==> src/rtl/sgw_pkg.sv <==
package sgw_pkg;
  // entry layout: four little-endian words
  localparam int WORD_W      = 32;
  localparam int ENTRY_WORDS = 4;
  localparam int MODE_W      = 4;

  // word indices inside one entry
  localparam int WI_BUF  = 0;
  localparam int WI_LEN  = 1;
  localparam int WI_CTRL = 2;
  localparam int WI_LINK = 3;

  // bit positions inside the flag byte (low byte of the control word)
  localparam int FB_ORDERED = 4;
  localparam int FB_OUTWARD = 5;
  localparam int FB_TERMINAL = 7;
  localparam int MODE_LSB   = 8;

  typedef enum logic [1:0] {
    WALK_IDLE  = 2'd0,
    WALK_FETCH = 2'd1,
    WALK_OFFER = 2'd2
  } walk_state_e;

  typedef struct packed {
    logic [WORD_W-1:0] buf_addr;
    logic [WORD_W-1:0] len_units;
    logic              ordered;
    logic              outward;
    logic              terminal;
    logic [MODE_W-1:0] mode;
    logic [WORD_W-1:0] link;
  } entry_t;

  function automatic logic ptr_aligned(input logic [WORD_W-1:0] p, input int align_bits);
    logic [WORD_W-1:0] mask;
    mask = (WORD_W'(1) << align_bits) - WORD_W'(1);
    return (p & mask) == '0;
  endfunction
endpackage

==> src/rtl/sgw_fetch.sv <==
module sgw_fetch
  import sgw_pkg::*;
(
  input  logic                          clk,
  input  logic                          rst_n,
  input  logic                          go,
  input  logic [WORD_W-1:0]             base,
  output logic                          mem_req,
  output logic [WORD_W-1:0]             mem_addr,
  input  logic                          mem_ack,
  input  logic [WORD_W-1:0]             mem_rdata,
  output logic [ENTRY_WORDS*WORD_W-1:0] entry_words,
  output logic                          fetched
);
  localparam int CNT_W   = $clog2(ENTRY_WORDS);
  localparam int BYTE_SH = $clog2(WORD_W / 8);

  logic              active_q;
  logic [CNT_W-1:0]  beat_q;
  logic [WORD_W-1:0] base_q;
  logic [WORD_W-1:0] words_q [ENTRY_WORDS];
  logic              last_beat;

  function automatic logic [WORD_W-1:0] beat_offset(input logic [CNT_W-1:0] b);
    return WORD_W'(b) << BYTE_SH;
  endfunction

  assign mem_req   = active_q;
  assign mem_addr  = base_q + beat_offset(beat_q);
  assign last_beat = (beat_q == CNT_W'(ENTRY_WORDS - 1));

  always_ff @(posedge clk or negedge rst_n) begin
    if (!rst_n) begin
      active_q <= 1'b0;
      beat_q   <= '0;
      base_q   <= '0;
      fetched  <= 1'b0;
      for (int i = 0; i < ENTRY_WORDS; i++) words_q[i] <= '0;
    end else begin
      fetched <= 1'b0;
      if (go) begin
        active_q <= 1'b1;
        beat_q   <= '0;
        base_q   <= base;
      end else if (active_q && mem_ack) begin
        words_q[beat_q] <= mem_rdata;
        if (last_beat) begin
          active_q <= 1'b0;
          fetched  <= 1'b1;
        end else begin
          beat_q <= beat_q + CNT_W'(1);
        end
      end
    end
  end

  for (genvar g = 0; g < ENTRY_WORDS; g++) begin : g_flat
    assign entry_words[g*WORD_W +: WORD_W] = words_q[g];
  end
endmodule

==> src/rtl/sgw_decode.sv <==
module sgw_decode
  import sgw_pkg::*;
#(
  parameter int LEN_SHIFT = 3
)(
  input  logic [ENTRY_WORDS*WORD_W-1:0]  entry_words,
  output entry_t                         ent,
  output logic [WORD_W+LEN_SHIFT-1:0]    byte_len
);
  localparam int LEN_W = WORD_W + LEN_SHIFT;

  logic [WORD_W-1:0] w_buf, w_len, w_ctrl, w_link;
  logic              ctrl_unused;

  function automatic logic [LEN_W-1:0] units_to_bytes(input logic [WORD_W-1:0] u);
    return LEN_W'(u) << LEN_SHIFT;
  endfunction

  assign w_buf  = entry_words[WI_BUF*WORD_W  +: WORD_W];
  assign w_len  = entry_words[WI_LEN*WORD_W  +: WORD_W];
  assign w_ctrl = entry_words[WI_CTRL*WORD_W +: WORD_W];
  assign w_link = entry_words[WI_LINK*WORD_W +: WORD_W];

  assign ent.buf_addr  = w_buf;
  assign ent.len_units = w_len;
  assign ent.ordered   = w_ctrl[FB_ORDERED];
  assign ent.outward   = w_ctrl[FB_OUTWARD];
  assign ent.terminal  = w_ctrl[FB_TERMINAL];
  assign ent.mode      = w_ctrl[MODE_LSB +: MODE_W];
  assign ent.link      = w_link;
  assign byte_len      = units_to_bytes(w_len);

  // reserved and packet-length bytes carry no meaning here
  assign ctrl_unused = ^{w_ctrl[WORD_W-1:MODE_LSB+MODE_W], w_ctrl[6], w_ctrl[3:0]};
endmodule

==> src/rtl/sgw_ctrl.sv <==
module sgw_ctrl
  import sgw_pkg::*;
#(
  parameter int ALIGN_BITS = 3
)(
  input  logic              clk,
  input  logic              rst_n,
  input  logic              start,
  input  logic [WORD_W-1:0] start_ptr,
  input  logic              fetched,
  input  logic              ent_terminal,
  input  logic [WORD_W-1:0] ent_link,
  input  logic              xfer_ready,
  output logic              fetch_go,
  output logic [WORD_W-1:0] fetch_base,
  output logic              xfer_valid,
  output logic              accept,
  output logic              busy,
  output logic              done,
  output logic              error
);
  walk_state_e st_q, st_d;
  logic        done_d, err_d;
  logic        start_ok, link_ok;

  assign start_ok   = ptr_aligned(start_ptr, ALIGN_BITS);
  assign link_ok    = (ent_link != '0) && ptr_aligned(ent_link, ALIGN_BITS);
  assign xfer_valid = (st_q == WALK_OFFER);
  assign accept     = xfer_valid && xfer_ready;
  assign busy       = (st_q != WALK_IDLE);

  always_comb begin
    st_d       = st_q;
    fetch_go   = 1'b0;
    fetch_base = start_ptr;
    done_d     = 1'b0;
    err_d      = 1'b0;
    case (st_q)
      WALK_IDLE: begin
        if (start) begin
          if (start_ok) begin
            fetch_go = 1'b1;
            st_d     = WALK_FETCH;
          end else begin
            err_d = 1'b1;
          end
        end
      end
      WALK_FETCH: begin
        if (fetched) st_d = WALK_OFFER;
      end
      WALK_OFFER: begin
        if (xfer_ready) begin
          if (ent_terminal) begin
            done_d = 1'b1;
            st_d   = WALK_IDLE;
          end else if (link_ok) begin
            fetch_go   = 1'b1;
            fetch_base = ent_link;
            st_d       = WALK_FETCH;
          end else begin
            err_d = 1'b1;
            st_d  = WALK_IDLE;
          end
        end
      end
      default: st_d = WALK_IDLE;
    endcase
  end

  always_ff @(posedge clk or negedge rst_n) begin
    if (!rst_n) begin
      st_q  <= WALK_IDLE;
      done  <= 1'b0;
      error <= 1'b0;
    end else begin
      st_q  <= st_d;
      done  <= done_d;
      error <= err_d;
    end
  end
endmodule

==> src/rtl/sg_chain_walker.sv <==
module sg_chain_walker
  import sgw_pkg::*;
#(
  parameter int LEN_SHIFT  = 3,
  parameter int ALIGN_BITS = 3
)(
  input  logic                        clk,
  input  logic                        rst_n,
  input  logic                        start,
  input  logic [WORD_W-1:0]           start_ptr,
  output logic                        busy,
  output logic                        done,
  output logic                        error,
  output logic                        mem_req,
  output logic [WORD_W-1:0]           mem_addr,
  input  logic                        mem_ack,
  input  logic [WORD_W-1:0]           mem_rdata,
  output logic                        xfer_valid,
  input  logic                        xfer_ready,
  output logic [WORD_W-1:0]           xfer_addr,
  output logic [WORD_W+LEN_SHIFT-1:0] xfer_len,
  output logic                        xfer_write,
  output logic                        xfer_ordered,
  output logic [MODE_W-1:0]           xfer_mode
);
  logic                          ev_fetch_go;
  logic                          ev_accept;
  logic                          ev_fetched;
  logic [WORD_W-1:0]             fetch_base;
  logic [ENTRY_WORDS*WORD_W-1:0] entry_words;
  entry_t                        ent;
  logic                          ent_unused;

  sgw_fetch u_fetch (
    .clk         (clk),
    .rst_n       (rst_n),
    .go          (ev_fetch_go),
    .base        (fetch_base),
    .mem_req     (mem_req),
    .mem_addr    (mem_addr),
    .mem_ack     (mem_ack),
    .mem_rdata   (mem_rdata),
    .entry_words (entry_words),
    .fetched     (ev_fetched)
  );

  sgw_decode #(.LEN_SHIFT(LEN_SHIFT)) u_decode (
    .entry_words (entry_words),
    .ent         (ent),
    .byte_len    (xfer_len)
  );

  sgw_ctrl #(.ALIGN_BITS(ALIGN_BITS)) u_ctrl (
    .clk          (clk),
    .rst_n        (rst_n),
    .start        (start),
    .start_ptr    (start_ptr),
    .fetched      (ev_fetched),
    .ent_terminal (ent.terminal),
    .ent_link     (ent.link),
    .xfer_ready   (xfer_ready),
    .fetch_go     (ev_fetch_go),
    .fetch_base   (fetch_base),
    .xfer_valid   (xfer_valid),
    .accept       (ev_accept),
    .busy         (busy),
    .done         (done),
    .error        (error)
  );

  assign xfer_addr    = ent.buf_addr;
  assign xfer_write   = ent.outward;
  assign xfer_ordered = ent.ordered;
  assign xfer_mode    = ent.mode;
  assign ent_unused   = ^ent.len_units;
endmodule

==> config.mk <==
export PLATFORM = sky130hd
export DESIGN_NAME = sg_chain_walker
export DESIGN_NICKNAME = d
export VERILOG_FILES = /design/src/rtl/sgw_pkg.sv /design/src/rtl/sgw_fetch.sv /design/src/rtl/sgw_decode.sv /design/src/rtl/sgw_ctrl.sv /design/src/rtl/sg_chain_walker.sv
export SDC_FILE = /design/constraint.sdc
export NUM_CORES = 1
export LEC_CHECK = 0
export BUFFER_PORTS_ARGS = -buffer_cell sky130_fd_sc_hd__buf_2
export CORE_ASPECT_RATIO = 1.1
export CORE_MARGIN = 1.5
export CORE_UTILIZATION = 30
export CTS_BUF_LIST = sky130_fd_sc_hd__clkbuf_16
export CTS_CLUSTER_DIAMETER = 30
export DETAILED_ROUTE_END_ITERATION = 8
export GPL_TIMING_DRIVEN = 0
export SLEW_MARGIN = 20
export SYNTH_ARGS = -nofsm -noshare
export SYNTH_HDL_FRONTEND = slang
export SYNTH_HIERARCHICAL = 1
export SYNTH_SLANG_ARGS = --single-unit
==> constraint.sdc <==
create_clock -name clk -period 6.25 [get_ports clk]
set_input_delay 0.625 -clock clk [delete_from_list [all_inputs] [get_ports clk]]
set_output_delay 0.625 -clock clk [all_outputs]
set_load 0.03 [all_outputs]
==> results.yml, run 1 <==
global_route:
  met2_usage_pct: 23.6
  grtUsageMet1_pct: 18.3
  grt_pass1_wl_um: 27900
  gr-total-overflow: 0
  first_global_vias: 4807
  grt_max_degree: 76
  grt_util_met3_pct: 4.63
  grt.total_usage_pct: 14.4
  busiest_layer: "met2"
  antenna_found_initial: 1
timing:
  drv_slew: 0
  worst_pin_slew_ns: 0.699
  min_period_ns: 3.49
  clock.fmax_mhz: 286
  timing.final.crit_share_pct: 55.9
  rsz0062_at_grt: "no"
  fin_setup_tns_ns: 0
  skew_ns: 0.0140
  max_slew_margin_pct: 53.4
  setup_viol: 0
  hold_viol: 0
critical_path:
  reg2reg_depth: 10
  rr_startpoint: "u_fetch/entry_words[101]$_DFFE_PN0P_"
  crit_path_top_delay_cell: "dfrtp_1"
  critPathMaxStageDelay_ns: 0.45
  endpoint_kind: "primary output"
  critPathKind: "flop to primary output"
  r2r-end: "u_fetch/entry_words[112]$_DFFE_PN0P_"
  arrival_ns: 2.87
  reg2reg_slack_ns: 2.90
  crit_path_cell_trace: "ha_1, inv_1, fa_1, and4b_1, nand4_2, nor4_4, xor2_1, buf_2"
  required_ns: 5.62
  crit_fanout: 5
  start_kind: "flop"
routing:
  drtPass1Iterations: 4
  vias_per_cell: 4.28
  vias: 4707
  drt-total-wl_um: 17700
  drtIter0Drc: 179
  drc_errors: 0
  drtAntennaViolNets: 0
  post_drt_wl_per_cell_um: 16.1
clock_network:
  numCtsBuffers: 17
  htree_levels: 4
  hold_buffers: 0
  path_clk_slew_ns: 0.07
  clk_latency_ns: 0.42
  cts_resized: 0
  tritoncts: "built"
  cts_buffer_depth: 2
  post_cts_buffers: 0
  cts_sinks: 143
  ctsRootBufferMaster: "clkbuf_16"
placed_design:
  dpl.cell_count: 1067
  gp_congestion: 0.766
  io_buffers: 175
  post-dp-hpwl_um: 13400
run:
  max_cap_viol_count: 0
floorplan:
  io_pins: 179
  die-area_um2: 25600
  start_util_pct: 30.4
  die_x_um: 153
  core_um2: 24300
  rows: 60
  die_y_um: 168
layout:
  layout.nets: 852
  num_antenna_cells: 0
  finalNonFillerCells: 1099
  layout-drive-gt1-share_pct: 64.0
  syn2layout_area_growth_pct: 26.3
  final_cell_mix: "buf_2 (185), mux2_2 (155), dfrtp_1 (143)"
  mostFrequentLayoutCell: "buf_2"
logic_synthesis:
  synthesis.area_um2: 7390
  ys_warn_count: 6
  syn_inst: 579
  avgSynthCellArea_um2: 12.8
hold_path:
  hold_path_class: "input pin to async pin"
power:
  p_leak_nw: 4.51
  power_density_nw_per_um2: 569
  peakVddDrop_mv: 0.255
run_status:
  status: "finished, final reports clean"
[worst max-delay path by stage]
stage / start / end / slack [ns] / cells past startpoint
after CTS: u_fetch/beat_q[0]$_DFFE_PN0P_ / mem_addr[14] / 2.69 / 8
after floorplan: u_fetch/beat_q[0]$_DFFE_PN0P_ / mem_addr[28] / 3.36 / 7
after detailed placement: u_fetch/entry_words[100]$_DFFE_PN0P_ / u_fetch/entry_words[112]$_DFFE_PN0P_ / 2.75 / 10
after global routing: u_fetch/beat_q[0]$_DFFE_PN0P_ / mem_addr[30] / 2.52 / 8
final: u_fetch/beat_q[0]$_DFFE_PN0P_ / mem_addr[30] / 2.76 / 8
after global placement: rst_n / u_fetch/entry_words[125]$_DFFE_PN0P_ / 2.18 / 1
[cell type report]
type | instances | area, µm²
plain buffers | 127 | 926
clock buffers | 17 | 425
clock inverters | 15 | 208
fillers | 2386 | 15000
inverters | 12 | 45.0
multi-input cells | 299 | 2850
flip-flops and latches | 143 | 3580
well taps | 310 | 388
repair buffers | 176 | 913
[through the flow]
step | power [mW] | setup slack, ns | hold slack [ns] | utilization [%] | instance area, µm²
after floorplan | 3.59 | 3.36 | 0.329 | - | 7390
after global placement | 4.21 | 2.18 | 0.477 | 35.6 | 8660
after detailed placement | 4.26 | 2.75 | 0.484 | 35.8 | 8700
after CTS | 5.38 | 2.69 | 0.184 | 38.4 | 9330
after global routing | 5.63 | 2.52 | 0.208 | 38.4 | 9330
final | 5.30 | 2.76 | 0.173 | 38.4 | 9330
[state kept, by name, indices dropped and copies added (netlist names)]
signal,cells
u_ctrl/done,1
u_ctrl/error,1
u_ctrl/st_q,2
u_fetch/base_q,32
u_fetch/beat_q,2
u_fetch/entry_words,103
u_fetch/fetched,1
u_fetch/mem_req,1
[power by group]
part / leakage, nW / internal (mW) / switching [mW]
Combinational: 2.47 / 1.16 / 1.37
Clock: 0.304 / 0.675 / 0.421
Sequential: 1.74 / 1.38 / 0.303
Total: 4.51 / 3.21 / 2.10
[metal layers]
| metal | vias up | routed length, µm | share of wire [%] |
|---|---|---|---|
| met1 | 2287 | 7970 | 45 |
| met2 | 111 | 8460 | 48 |
| li1 | 2293 | - | - |
| met5 | - | 10 | 0.057 |
| met3 | 14 | 1080 | 6.1 |
| met4 | 2 | 143 | 0.81 |
[worst max-delay path: cells and delay by family (launching register included)]
kind	cells	cell delay, ns
flops	1	0.45
xor+xnor	1	0.18
buf+inv	2	0.28
fa+ha+maj	2	0.64
simple gates	3	0.89
Note: power is estimated with default switching activity, not from simulation.
==> run 2, diff against run 1 <==
==> constraint.sdc (replaced) <==
create_clock -name clk -period 3.1 [get_ports clk]
set_input_delay 0.31 -clock clk [delete_from_list [all_inputs] [get_ports clk]]
set_output_delay 0.31 -clock clk [all_outputs]
set_load 0.03 [all_outputs]
==> results.yml, run 2 (synthesis gave the netlist of run 1 again) <==
timing:
  hold_viol: 0
  worst_pin_slew_ns: 0.680
  drv_slew: 0
  clock.fmax_mhz: 347
  setup_viol: 0
  skew_ns: 0.0136
  fin_setup_tns_ns: 0
  min_period_ns: 2.88
  max_slew_margin_pct: 54.7
  rsz0062_at_grt: "no"
  setup_ws_ns: 0.215
  timing.final.crit_share_pct: 93.1
clock_network:
  ctsRootBufferMaster: "clkbuf_16"
  numCtsBuffers: 17
  cts_sinks: 143
  clk_latency_ns: 0.42
  path_clk_slew_ns: 0.07
  tritoncts: "built"
  htree_levels: 4
  cts_buffer_depth: 2
critical_path:
  critPathMaxStageDelay_ns: 0.43
  crit_path_cell_trace: "inv_1, fa_2, and4b_2, and3_4, and3_2, xor2_1, buf_4"
  start_kind: "flop"
  endpoint_kind: "primary output"
  arrival_ns: 2.57
  crit_fanout: 5
  required_ns: 2.79
  crit_path_top_delay_cell: "fa_2"
  cp_top_family: "simple AND/OR/NAND/NOR gates"
  critPathKind: "flop to primary output"
  worst-path-buf-inv: 2
placed_design:
  placed_area_um2: 8700
  dpl.cell_count: 1067
  io_buffers: 175
  post-dp-hpwl_um: 13400
  place_ws_ns: -0.396
  gp_congestion: 0.766
floorplan:
  die_x_um: 153
  io_pins: 179
  start_util_pct: 30.4
  die_y_um: 168
  die-area_um2: 25600
  rows: 60
  core_um2: 24300
routing:
  drc_errors: 0
  drt-total-wl_um: 17700
  vias: 4737
  drtAntennaViolNets: 0
  drtIter0Drc: 171
  drtPass1Iterations: 4
  post_drt_wl_per_cell_um: 16.0
  vias_per_cell: 4.28
global_route:
  first_global_vias: 4833
  grt_pass1_wl_um: 28000
  antenna_found_initial: 1
  grt_max_degree: 76
  grt.total_usage_pct: 14.4
  gr-total-overflow: 0
layout:
  mostFrequentLayoutCell: "buf_2"
  utilization_pct: 38.9
  largest_register_ffs: 103
  layout.nets: 859
  num_antenna_cells: 0
  finalInstanceArea_um2: 9450
  syn2layout_area_growth_pct: 27.9
  layout-drive-gt1-share_pct: 65.5
  finalNonFillerCells: 1106
  final_cell_mix: "buf_2 (180), mux2_2 (155), dfrtp_1 (143)"
power:
  p_comb_share_pct: 48.1
  power.switching_mw: 4.25
  p_leak_nw: 4.54
  switching_share_pct: 39.5
  p_clk_share_pct: 20.5
  power_density_nw_per_um2: 1140
  power_frac_seq_pct: 31.4
  peakVddDrop_mv: 0.515
  p_int_mw: 6.51
run:
  max_cap_viol_count: 0
run_status:
  status: "finished, final reports clean"
hold_path:
  hold_path_class: "input pin to flop"
[run 2: metal layers]
| metal | global-route usage, % | vias up | part of all wire, % |
|---|---|---|---|
| met4 | 3.39 | 2 | 0.81 |
| li1 | - | 2300 | - |
| met5 | 0 | - | 0.057 |
| met2 | 23.6 | 112 | 48 |
| met3 | 4.63 | 14 | 6.1 |
| met1 | 18.3 | 2309 | 45 |
[run 2: layout make-up]
type                    count  area [µm²]
flip-flops and latches    143        3580
multi-input cells         299        2900
repair buffers            183         973
clock inverters            15         208
inverters                  12        45.0
fillers                  2390       14900
plain buffers             127         933
clock buffers              17         425
well taps                 310         388
[run 2: worst paths after layout]
kind	startpoint	endpoint	slack, ns	depth (start not counted)
worst min register to register	u_fetch/entry_words[122]$_DFFE_PN0P_	u_fetch/entry_words[122]$_DFFE_PN0P_	0.49	1
worst max register to register	u_fetch/entry_words[114]$_DFFE_PN0P_	u_fetch/entry_words[14]$_DFFE_PN0P_	0.27	11
min in group asynchronous	rst_n	u_fetch/entry_words[74]$_DFFE_PN0P_	0.45	2
worst min-delay path	xfer_ready	u_ctrl/st_q[1]$_DFFE_PN0P_	0.11	2
max in group asynchronous	rst_n	u_fetch/entry_words[118]$_DFFE_PN0P_	1.86	3
worst max-delay path	u_fetch/beat_q[1]$_DFFE_PN0P_	mem_addr[14]	0.22	7
[run 2: worst register-to-register path, cell delays in order, from the launching register on]
cell      delay, ns
dfrtp_1        0.37
buf_4          0.14
nor4_1         0.31
nand4_1        0.13
buf_4          0.17
o211ai_4       0.19
buf_6          0.18
o21ai_1        0.16
nor2_2         0.21
nand2_1        0.23
clkbuf_4       0.31
mux2_2         0.31
[run 2: what timing repair did]
action                                 4_1_cts  5_1_grt
pin swaps                                    3        1
setup buffers                                4        2
hold buffers                                 1        0
endpoints found under the hold margin       68        0
resized for setup                            3       14
setup endpoints to repair                  148      101
[run 2: power groups by stage]
stage / clock network, mW / registers [mW] / logic (mW)
2_1_floorplan: 0 / 3.27 / 3.98
3_3_place_gp: 0 / 3.38 / 5.11
3_5_place_dp: 0 / 3.42 / 5.16
4_1_cts: 2.28 / 3.39 / 5.21
5_1_grt: 2.36 / 3.53 / 5.52
6_report: 2.21 / 3.38 / 5.17
[run 2: per-stage QoR]
stage               total power, mW  hold slack (ns)
floorplan                      7.25           0.0144
detailed placement             8.58            0.317
global route                   11.4           0.0882
global placement               8.50            0.477
CTS                            10.9           0.0899
finish                         10.8            0.107
